==> src/rtl/jd_pkg.sv <==
package jd_pkg;
  // Which update the ring takes at the next edge, highest priority first.
  typedef enum logic [1:0] {
    OP_CLEAR = 2'd0,
    OP_LOAD  = 2'd1,
    OP_KEEP  = 2'd2,
    OP_SHIFT = 2'd3
  } jd_op_e;

  function automatic jd_op_e pick_op(input logic rst, input logic load_en, input logic hold);
    if (rst)          return OP_CLEAR;
    else if (load_en) return OP_LOAD;
    else if (hold)    return OP_KEEP;
    else              return OP_SHIFT;
  endfunction
endpackage

==> src/rtl/jd_ring_next.sv <==
module jd_ring_next #(
  parameter int STAGES = 5,
  parameter int GUARD  = 2
) (
  input  logic              rst,
  input  logic              load_en,
  input  logic              hold,
  input  logic [STAGES-1:0] load_ring,
  input  logic [STAGES-1:0] ring_q,
  output logic [STAGES-1:0] ring_d
);
  import jd_pkg::*;

  logic [STAGES-1:0] shifted;
  jd_op_e            op;

  // Twisted ring: inverted top stage feeds stage 0. The guard stage passes
  // its lower neighbour only when that one is backed by a one on either
  // side, so an isolated one is squeezed out and illegal cycles collapse.
  generate
    for (genvar i = 0; i < STAGES; i++) begin : g_stage
      if (i == 0) begin : g_head
        assign shifted[i] = ~ring_q[STAGES-1];
      end else if (i == GUARD) begin : g_guard
        assign shifted[i] = ring_q[i-1] & (ring_q[i-2] | ring_q[i]);
      end else begin : g_plain
        assign shifted[i] = ring_q[i-1];
      end
    end
  endgenerate

  always_comb begin
    op = pick_op(rst, load_en, hold);
    unique case (op)
      OP_CLEAR: ring_d = '0;
      OP_LOAD:  ring_d = load_ring;
      OP_KEEP:  ring_d = ring_q;
      default:  ring_d = shifted;
    endcase
  end
endmodule

==> src/rtl/jd_decode.sv <==
module jd_decode #(
  parameter int STAGES = 5,
  localparam int OUTS  = 2 * STAGES
) (
  input  logic [STAGES-1:0] ring,
  output logic [OUTS-1:0]   onehot,
  output logic              carry
);
  // Each count is identified by the single boundary between ones and zeros,
  // so two ring bits suffice for every output.
  generate
    for (genvar k = 0; k < OUTS; k++) begin : g_dec
      if (k == 0) begin : g_zero
        assign onehot[k] = ~ring[STAGES-1] & ~ring[0];
      end else if (k < STAGES) begin : g_fill
        assign onehot[k] = ring[k-1] & ~ring[k];
      end else if (k == STAGES) begin : g_full
        assign onehot[k] = ring[STAGES-1] & ring[0];
      end else begin : g_drain
        assign onehot[k] = ~ring[k-STAGES-1] & ring[k-STAGES];
      end
    end
  endgenerate

  assign carry = ~ring[STAGES-1];
endmodule

==> src/rtl/johnson_decade.sv <==
module johnson_decade #(
  parameter int STAGES = 5,
  parameter int GUARD  = 2,
  localparam int OUTS  = 2 * STAGES
) (
  input  logic              clk,
  input  logic              rst,
  input  logic              hold_i,
  input  logic              load_en,
  input  logic [STAGES-1:0] load_ring,
  output logic [OUTS-1:0]   count_o,
  output logic              carry_o
);
  logic [STAGES-1:0] ring_q;
  logic [STAGES-1:0] ring_d;
  logic [OUTS-1:0]   dec_d;
  logic              carry_d;

  jd_ring_next #(.STAGES(STAGES), .GUARD(GUARD)) u_next (
    .rst       (rst),
    .load_en   (load_en),
    .hold      (hold_i),
    .load_ring (load_ring),
    .ring_q    (ring_q),
    .ring_d    (ring_d)
  );

  // Decode the next ring value so the registered outputs line up with ring_q.
  jd_decode #(.STAGES(STAGES)) u_dec (
    .ring   (ring_d),
    .onehot (dec_d),
    .carry  (carry_d)
  );

  always_ff @(posedge clk) begin
    ring_q  <= ring_d;
    count_o <= dec_d;
    carry_o <= carry_d;
  end
endmodule

==> config.mk <==
export PLATFORM = sky130hd
export DESIGN_NAME = johnson_decade
export DESIGN_NICKNAME = d
export VERILOG_FILES = /design/src/rtl/jd_pkg.sv /design/src/rtl/jd_ring_next.sv /design/src/rtl/jd_decode.sv /design/src/rtl/johnson_decade.sv
export SDC_FILE = /design/constraint.sdc
export NUM_CORES = 1
export LEC_CHECK = 0
export BUFFER_PORTS_ARGS = -buffer_cell sky130_fd_sc_hd__buf_2
export CORE_UTILIZATION = 40
export DETAILED_ROUTE_END_ITERATION = 8
export PLACE_DENSITY = 0.74
export SYNTH_ARGS = -nofsm -noshare
export SYNTH_HDL_FRONTEND = slang
export SYNTH_SLANG_ARGS = --single-unit
==> constraint.sdc <==
create_clock -name clk -period 1.2 [get_ports clk]
set_input_delay 0.18 -clock clk [delete_from_list [all_inputs] [get_ports clk]]
set_output_delay 0.18 -clock clk [all_outputs]
set_load 0.005 [all_outputs]
## Yosys cells after proc, flatten, opt, wreduce, memory -nomap -nowiden

Cells that the tools add are included.

- Bits in registers: 16
- Bits of input ports: 9
- Output and inout bits: 11
- Word-level logic and storage cells: 28

- Equal/unequal tests: 2
- Muxes and demuxes: 4
- Bitwise logic cells: 18
- Reduce and logical (&&, ||, !) cells: 1

Operators by type and width:

| cell | count |
|---|---|
| $pmux 5 s3 | 1 |
| $and 1x1->1 | 11 |
| $not 1->1 | 6 |
| $mux 2 | 2 |
| $eq 2x1->1 const B | 1 |
| $eq 2x2->1 const B | 1 |
| $logic_not 2->1 | 1 |
| $mux 1 | 1 |
| $or 1x1->1 | 1 |

## Depth between registers and ports, before layout

Gate-level depths: netlist of run 1.

- Word-level depth: 7
- Mapped depth: 5
- Depth with buffers taken out: 4

## Modules after synthesis

From an unflattened synthesis of run 1, not the netlist that was laid out.

- Cells, all modules: 48
- Area total of the unflattened synthesis: 564.3 µm²

By module, submodules not included:

| module | times used | cells an instance | area each (µm²) | seq. area each (µm²) |
|---|---|---|---|---|
| johnson_decade | 1 | 16 | 320.3 | 320.3 |
| jd_ring_next | 1 | 21 | 175.2 | 0.0 |
| jd_decode | 1 | 11 | 68.8 | 0.0 |

## Worst setup path before layout of run 1

OpenSTA, ideal clock, no wires.

- Path kind: input to register
- From: input hold_i
- To: register count_o[5]
- Library setup time: 0.115 ns
- Data arrival time: 0.958 ns
- Data required time: 1.085 ns
- Slack: 0.127 ns
- Stages on the path: 5
- Path buffers: 1
- Cell sequence: buf_6 > mux2_4 > o211ai_4 > inv_2 > and2_1

- Cells in the longest elaborated chain, start to end: 6
- Elaborated cells between the ends (all ways): 8
- Those cells by class: eq/ne (2); mux (4); bitwise (1); reduce/logical (1)

Ends and longest elaborated chain:

| item | line | RTL |
|---|---|---|
| start: declaration | johnson_decade.sv:8 | `input logic hold_i,` |
| $mux 1 (*) | jd_pkg.sv:13 | `else if (hold) return OP_KEEP;` |
| $mux 2 (*) | jd_pkg.sv:12 | `else if (load_en) return OP_LOAD;` |
| $mux 2 (*) | jd_pkg.sv:11 | `if (rst) return OP_CLEAR;` |
| $eq 2x2->1 (tied with other cells) | jd_ring_next.sv:34 | `unique case (op)` |
| $pmux 5 s3 (*) | jd_ring_next.sv:34 |  |
| via ring_d[4] | johnson_decade.sv:15 | `logic [STAGES-1:0] ring_d;` |
| $and 1x1->1 (*) | jd_decode.sv:18 | `assign onehot[k] = ring[STAGES-1] & ring[0];` |
| via dec_d[5] | johnson_decade.sv:16 | `logic [OUTS-1:0] dec_d;` |
| end signal: assignment | johnson_decade.sv:37 | `count_o <= dec_d;` |
| end: declaration | johnson_decade.sv:11 | `output logic [OUTS-1:0] count_o,` |

Mark *: on every way through the listed nets, which the timed path passes. The rest lies on a longest branch.

## Worst setup path in the final report of run 1

- From: register ring_q[3]
- To: register count_o[5]

- Cells in the longest elaborated chain, start to end: 2

Ends and longest elaborated chain:

| item | line | RTL |
|---|---|---|
| start: declaration | johnson_decade.sv:14 | `logic [STAGES-1:0] ring_q;` |
| start signal: assignment | johnson_decade.sv:36 | `ring_q <= ring_d;` |
| $pmux 5 s3 | jd_ring_next.sv:34 |  |
| via ring_d[4] | johnson_decade.sv:15 |  |
| $and 1x1->1 | jd_decode.sv:18 |  |
| via dec_d[5] | johnson_decade.sv:16 |  |

The timed path passes the listed nets, and every way through them passes these cells.

==> results_dict.tcl, run 1 <==
set metrics [dict create \
    maxCapViolations 0 \
    grt_util_met2_pct 27.4 \
    drt_iter0_markers 7 \
    grt_use_total_pct 16.8 \
    yosys-top-cells-area "dfxtp_1 54%, nor2b_1 5.2%, o41ai_4 4.6%" \
    p_leak_nw 0.344 \
    synth_nets 58 \
    critPathSlowestCell "dfxtp_1" \
    grt-ovfl-total 0 \
    crit_type "flop to flop" \
    path_max_fanout 4 \
    die-area_um2 1650 \
    initial_utilization_pct 44.3 \
    cts.clk_slew.worst_paths_ns 0.08 \
    syn_area_um2 598 \
    crit_path_end_kind "flop" \
    ys_seq_elements 16 \
    setup_viol 0 \
    fin_ws_ns 0.0738 \
    postSynthAreaPerCell_um2 12.2 \
    antenna_found_initial 0 \
    met3_usage_pct 6.52 \
    ioPinCount 20 \
    place_ws_ns -0.00541 \
    crit_end "count_o[5]" \
    layout.nets 81 \
    drc 0 \
    clockBufferDepth 2 \
    antenna_cells 0 \
    synth_top_cell_by_area "dfxtp_1" \
    period_minus_slack_ns 1.13 \
    status "complete, no violations" \
    hold_depth 2 \
    synth_edf_count 0 \
    cts_tree "done" \
    drive_above_1_share_pct 44.3 \
    cp_slowest_stage_delay_ns 0.34 \
    arrival_ns 1.30 \
    cts_root_buf "clkbuf_4" \
    ff2ff_path_depth 4 \
    maxSlewViolCount 0 \
    synth_warnings 0 \
    tightest_slew_ns 0.333 \
    wl_per_cell_um 11.6 \
    fin_crit_sh_pct 93.9 \
    ys_top_cells_by_count "16 x dfxtp_1, 5 x nor2b_1, 3 x nor2_1, 3 x nor3_1, 3 x o21a_1" \
    synthCells 49 \
    fillCellCount 135 \
    grt_pass1_vias 387 \
    power_density_nw_per_um2 1370 \
    stdcell_count 85 \
    holdWs_ns 0.195 \
    ant_nets 0 \
    met1_usage_pct 18.3 \
    crit_chain "mux2_4 -> o211ai_4 -> inv_2 -> and2_1" \
    hold_path_class "input port to flop" \
    cts-htree-levels 1 \
    grt_pass1_wl_um 1690 \
    synth_flop_cell "dfxtp_1" \
    busiest_layer "met2" \
    r2r-end "count_o[5]" \
    async_flop_share_pct 0 \
    worstPathRequired_ns 1.38 \
    dieHeight_um 40.7 \
    via_per_inst 4.85 \
    yosysSeqAreaShare_pct 53.6 \
    synth.distinct_cells 20 \
    clk_latency_ns 0.27 \
    dr.pass1.iters 4 \
    rows 13 \
    core-area_um2 1350 \
    die_w_um 40.7 \
    grt_max_degree 10 \
    hpwl_um 694 \
    place_inst 82 \
    ir_drop_v 0.000592 \
    r2r_slack_ns 0.07 \
    relSlewSlack_pct 77.8 \
    synth_top_area_share_pct 53.6 \
    rsz0062_at_grt "no" \
    wl_um 986 \
    worstReg2RegStart "ring_q[3]" \
    area_growth_pct 21.3 \
    fmax_mhz 888 \
    cts_inserted_buffers 3 \
    via_count 412 \
    numPortBuffers 19 \
    fin_worst_skew_ns 0.000900 \
    startpoint_type "flop" \
    critical_path.startpoint "ring_q[3]" \
    yosysMostFrequentCell "dfxtp_1" \
    place.gp.congestion 0.726 \
    hold_viol 0 \
    clock-sinks 16 \
]
## area by class of cell
type                       count  area (µm²)  share of cell area [%]
clock buffer                   3        22.5                    3.10
inverter                       3        11.3                    1.55
multi-input combinational     28         250                    34.5
sequential                    16         320                    44.1
tap                           15        18.8                    2.59
timing repair buffer          20         103                    14.1
## worst min path at each step
stage                     startpoint         to  slack [ns]
after global placement           rst  ring_q[1]        0.49
after floorplan                  rst  ring_q[3]        0.27
final                            rst  ring_q[1]        0.19
after CTS                        rst  ring_q[1]        0.18
after global routing             rst  ring_q[3]        0.18
after detailed placement         rst  ring_q[1]        0.49
## cell families (layout without fill, tap and decap cells)
group	after synthesis	count (layout)	synth area share, %
buffers and inverters	5	26	4.60
DFF	16	16	53.6
muxes	3	3	5.86
AOI/OAI and AO/OA	8	8	18.2
and+or+nand+nor	17	17	17.8
## per-stage QoR
stage                     power [mW]  TNS (ns)  cell area (µm²)  utilization (%)
after global placement         0.742         0              703             52.1
after global routing            1.06         0              726             53.8
final                          0.997         0              726             53.8
after CTS                       1.01         0              726             53.8
after detailed placement       0.743  -0.00541              703             52.1
after floorplan                0.691         0              598                -
## timing repair
| action | CTS | global route |
|---|---|---|
| resized for setup | 0 | 0 |
| hold buffers | 0 | 0 |
| setup buffers | 0 | 0 |
| endpoints found under the setup margin | 0 | 1 |
## flip-flops by register name, summed over array words and instances (netlist names)
| signal | count |
|---|---|
| carry_o | 1 |
| count_o | 10 |
| ring_q | 5 |
## report_power, final
group          switching [mW]  leakage [nW]  internal, mW
clock                   0.149        0.0138         0.116
sequential             0.0167         0.133         0.571
combinational          0.0707         0.197        0.0735
total                   0.236         0.344         0.761
## layer usage
metal  vias to the layer above  wire length (µm)  share of wire [%]
met5                         -                 0                  0
met4                         0                 0                  0
li1                        212                 -                  -
met3                         0                58                5.9
met2                        17               481                 49
met1                       183               446                 45
## cells in the final DEF (no fill, tap or decap)
cell type  Yosys  layout
inv_1          2       2
inv_2          1       1
nor3_1         3       3
clkbuf_4       0       3
nand3b_1       1       1
nor2_1         3       3
mux2_4         1       1
and2_1         2       2
o211ai_4       1       1
buf_2          1      19
o41ai_4        1       1
o21a_1         3       3
o211ai_2       1       1
nand2b_1       1       1
buf_4          0       1
mux2i_1        2       2
nor2b_1        5       5
or3b_1         1       1
nor2b_4        1       1
a211oi_2       2       2
dfxtp_1       16      16
## critical path: cells and delay by family, from the launching register on
family | cells | cell delay (ns)
DFF | 1 | 0.34
muxes | 1 | 0.29
AOI/OAI and AO/OA | 1 | 0.19
and+or+nand+nor | 1 | 0.15
buffers and inverters | 1 | 0.06
Note: power is estimated with default switching activity, not from simulation.
==> run 2: changes to the inputs <==
Settings changed: CELL_PAD_IN_SITES_DETAIL_PLACEMENT set to 1, CELL_PAD_IN_SITES_GLOBAL_PLACEMENT set to 1, CORE_UTILIZATION 40 to 35, PLACE_DENSITY 0.74 to 0.81.
==> run 2 against run 1 <==
- count of clock-buffer cells in the layout unchanged
- hold slack better by 0.0063 ns
- largest cell class unchanged
- clock skew is essentially flat
- global-route usage shrank 3.2 points
- sequential share of layout area decreased by 0.076 points
- clock power is 3% lower
- routed wire length up 13%
- maximum frequency up 2.5%
- the run now ends with DRC left
- utilization shrank 7.1 points
- flip-flop and latch count stayed put
==> results_dict.tcl, run 2 (synthesis gave the netlist of run 1 again) <==
set metrics [dict create \
    worstPathRequired_ns 1.41 \
    seq_area_um2 320 \
    cts_tree "done" \
    hold_viol 0 \
    p_sw_share_pct 23.3 \
    crit_type "flop to flop" \
    dr.pass1.iters 5 \
    ioPinCount 20 \
    place.gp.congestion 0.730 \
    power.switching_mw 0.232 \
    post_cts_buffers 0 \
    largest_reg_flops 10 \
    postLayoutCoreUtil_pct 46.6 \
    r2r-end "count_o[6]" \
    status "finished with violations" \
    postCtsHoldBufs 0 \
    clk_latency_ns 0.27 \
    intPower_mw 0.761 \
    r2r_slack_ns 0.10 \
    fin_crit_sh_pct 91.6 \
    top_regs "count_o: 10 flops, ring_q: 5 flops, carry_o: 1 flops" \
    rsz0062_at_grt "no" \
    drt_iter0_markers 4 \
    die_w_um 43.3 \
    ir_drop_v 0.000718 \
    stdcell_count 86 \
    cts-htree-levels 1 \
    crit_end "count_o[6]" \
    crit_buf_inv 0 \
    ctsResizeCount 0 \
    path_delay_family "flip-flops" \
    place_ws_ns -0.00346 \
    rows 14 \
    fmax_mhz 910 \
    grt_use_total_pct 13.6 \
    cp.depth 3 \
    multi_input_area_um2 250 \
    setup_viol 0 \
    crit_path_end_kind "flop" \
    dieHeight_um 43.3 \
    critPathSlowestCell "dfxtp_1" \
    antenna_found_initial 0 \
    cts.clk_slew.worst_paths_ns 0.08 \
    maxSlewViolCount 0 \
    place_inst 83 \
    initial_utilization_pct 38.4 \
    fin_worst_skew_ns 0.000909 \
    via_count 414 \
    grt_pass1_vias 412 \
    period_minus_slack_ns 1.10 \
    maxCapViolations 0 \
    drive_above_1_share_pct 44.3 \
    area_growth_pct 21.5 \
    wl_per_cell_um 13.0 \
    antenna_cells 0 \
    p_clk_share_pct 26.0 \
    cts_root_buf "clkbuf_4" \
    core-area_um2 1560 \
    p_leak_nw 0.344 \
    fin_ws_ns 0.101 \
    regMostFlops "count_o" \
    arrival_ns 1.31 \
    layout_commonest_cell "buf_2" \
    crit_chain "mux2i_1 -> a211oi_2 -> nor2b_1" \
    path_max_fanout 5 \
    seqPwrFrac_pct 59.1 \
    drc 2 \
    hpwl_um 913 \
    hold_path_class "input port to flop" \
    relSlewSlack_pct 76.7 \
    grt_pass1_wl_um 1790 \
    clock-sinks 16 \
    tightest_slew_ns 0.348 \
    layout.nets 81 \
    ant_nets 0 \
    cts_inserted_buffers 3 \
    via_per_inst 4.81 \
    worstReg2RegStart "ring_q[0]" \
    numPortBuffers 19 \
    cp_slowest_stage_delay_ns 0.40 \
    clockBufferDepth 2 \
    fin_tns_setup_ns 0 \
    wl_um 1120 \
    critical_path.startpoint "ring_q[0]" \
    die-area_um2 1880 \
    fillCellCount 183 \
    violations "DRC" \
    grt-ovfl-total 0 \
    startpoint_type "flop" \
    grt_max_degree 10 \
    final_cell_mix "19 x buf_2, 16 x dfxtp_1, 5 x nor2b_1" \
    combinationalPowerShare_pct 14.8 \
    ff2ff_path_depth 3 \
    power_density_nw_per_um2 1370 \
]
## run 2: cell counts in the layout (fill, tap and decap cells not counted)
Identical to the previous run, type by type.
## run 2: power by group through the flow
stage | Clock [mW] | Combinational [mW] | Sequential [mW]
final | 0.258 | 0.147 | 0.587
after CTS | 0.272 | 0.150 | 0.588
after global routing | 0.296 | 0.162 | 0.592
after detailed placement | 0 | 0.150 | 0.599
after global placement | 0 | 0.145 | 0.599
after floorplan | 0 | 0.0891 | 0.602
## run 2: worst reg2reg max path, cell delays in order, from the launching register on
cell	delay (ns)
dfxtp_1	0.40
mux2i_1	0.12
a211oi_2	0.36
nor2b_1	0.17
## run 2: layout make-up
type | count | share of cell area (%)
clock buffer | 3 | 3.10
inverter | 3 | 1.55
multi-input combinational | 28 | 34.4
sequential | 16 | 44.1
tap | 16 | 2.75
timing repair buffer | 20 | 14.1
## run 2: metal layers
metal	up-vias	part of all wire (%)	global-route usage, %
met3	2	4.9	3.75
met5	-	0	0
met2	11	49	19.7
met1	193	45	17.5
li1	208	-	-
met4	0	1.6	9.38
## run 2: how the worst min path moves through the flow
stage / from / depth (start not counted) / to
after detailed placement: rst / 2 / ring_q[3]
final: rst / 2 / ring_q[3]
after global placement: rst / 2 / ring_q[3]
after floorplan: rst / 1 / ring_q[3]
after CTS: rst / 2 / ring_q[3]
after global routing: rst / 2 / ring_q[3]
## run 2: through the flow
stage          hold WS, ns  power, mW  area (µm²)
2_1_floorplan        0.266      0.691         598
3_3_place_gp         0.497      0.744         704
3_5_place_dp         0.493      0.750         704
4_1_cts              0.196       1.01         727
5_1_grt              0.205       1.05         727
6_report             0.201      0.993         727
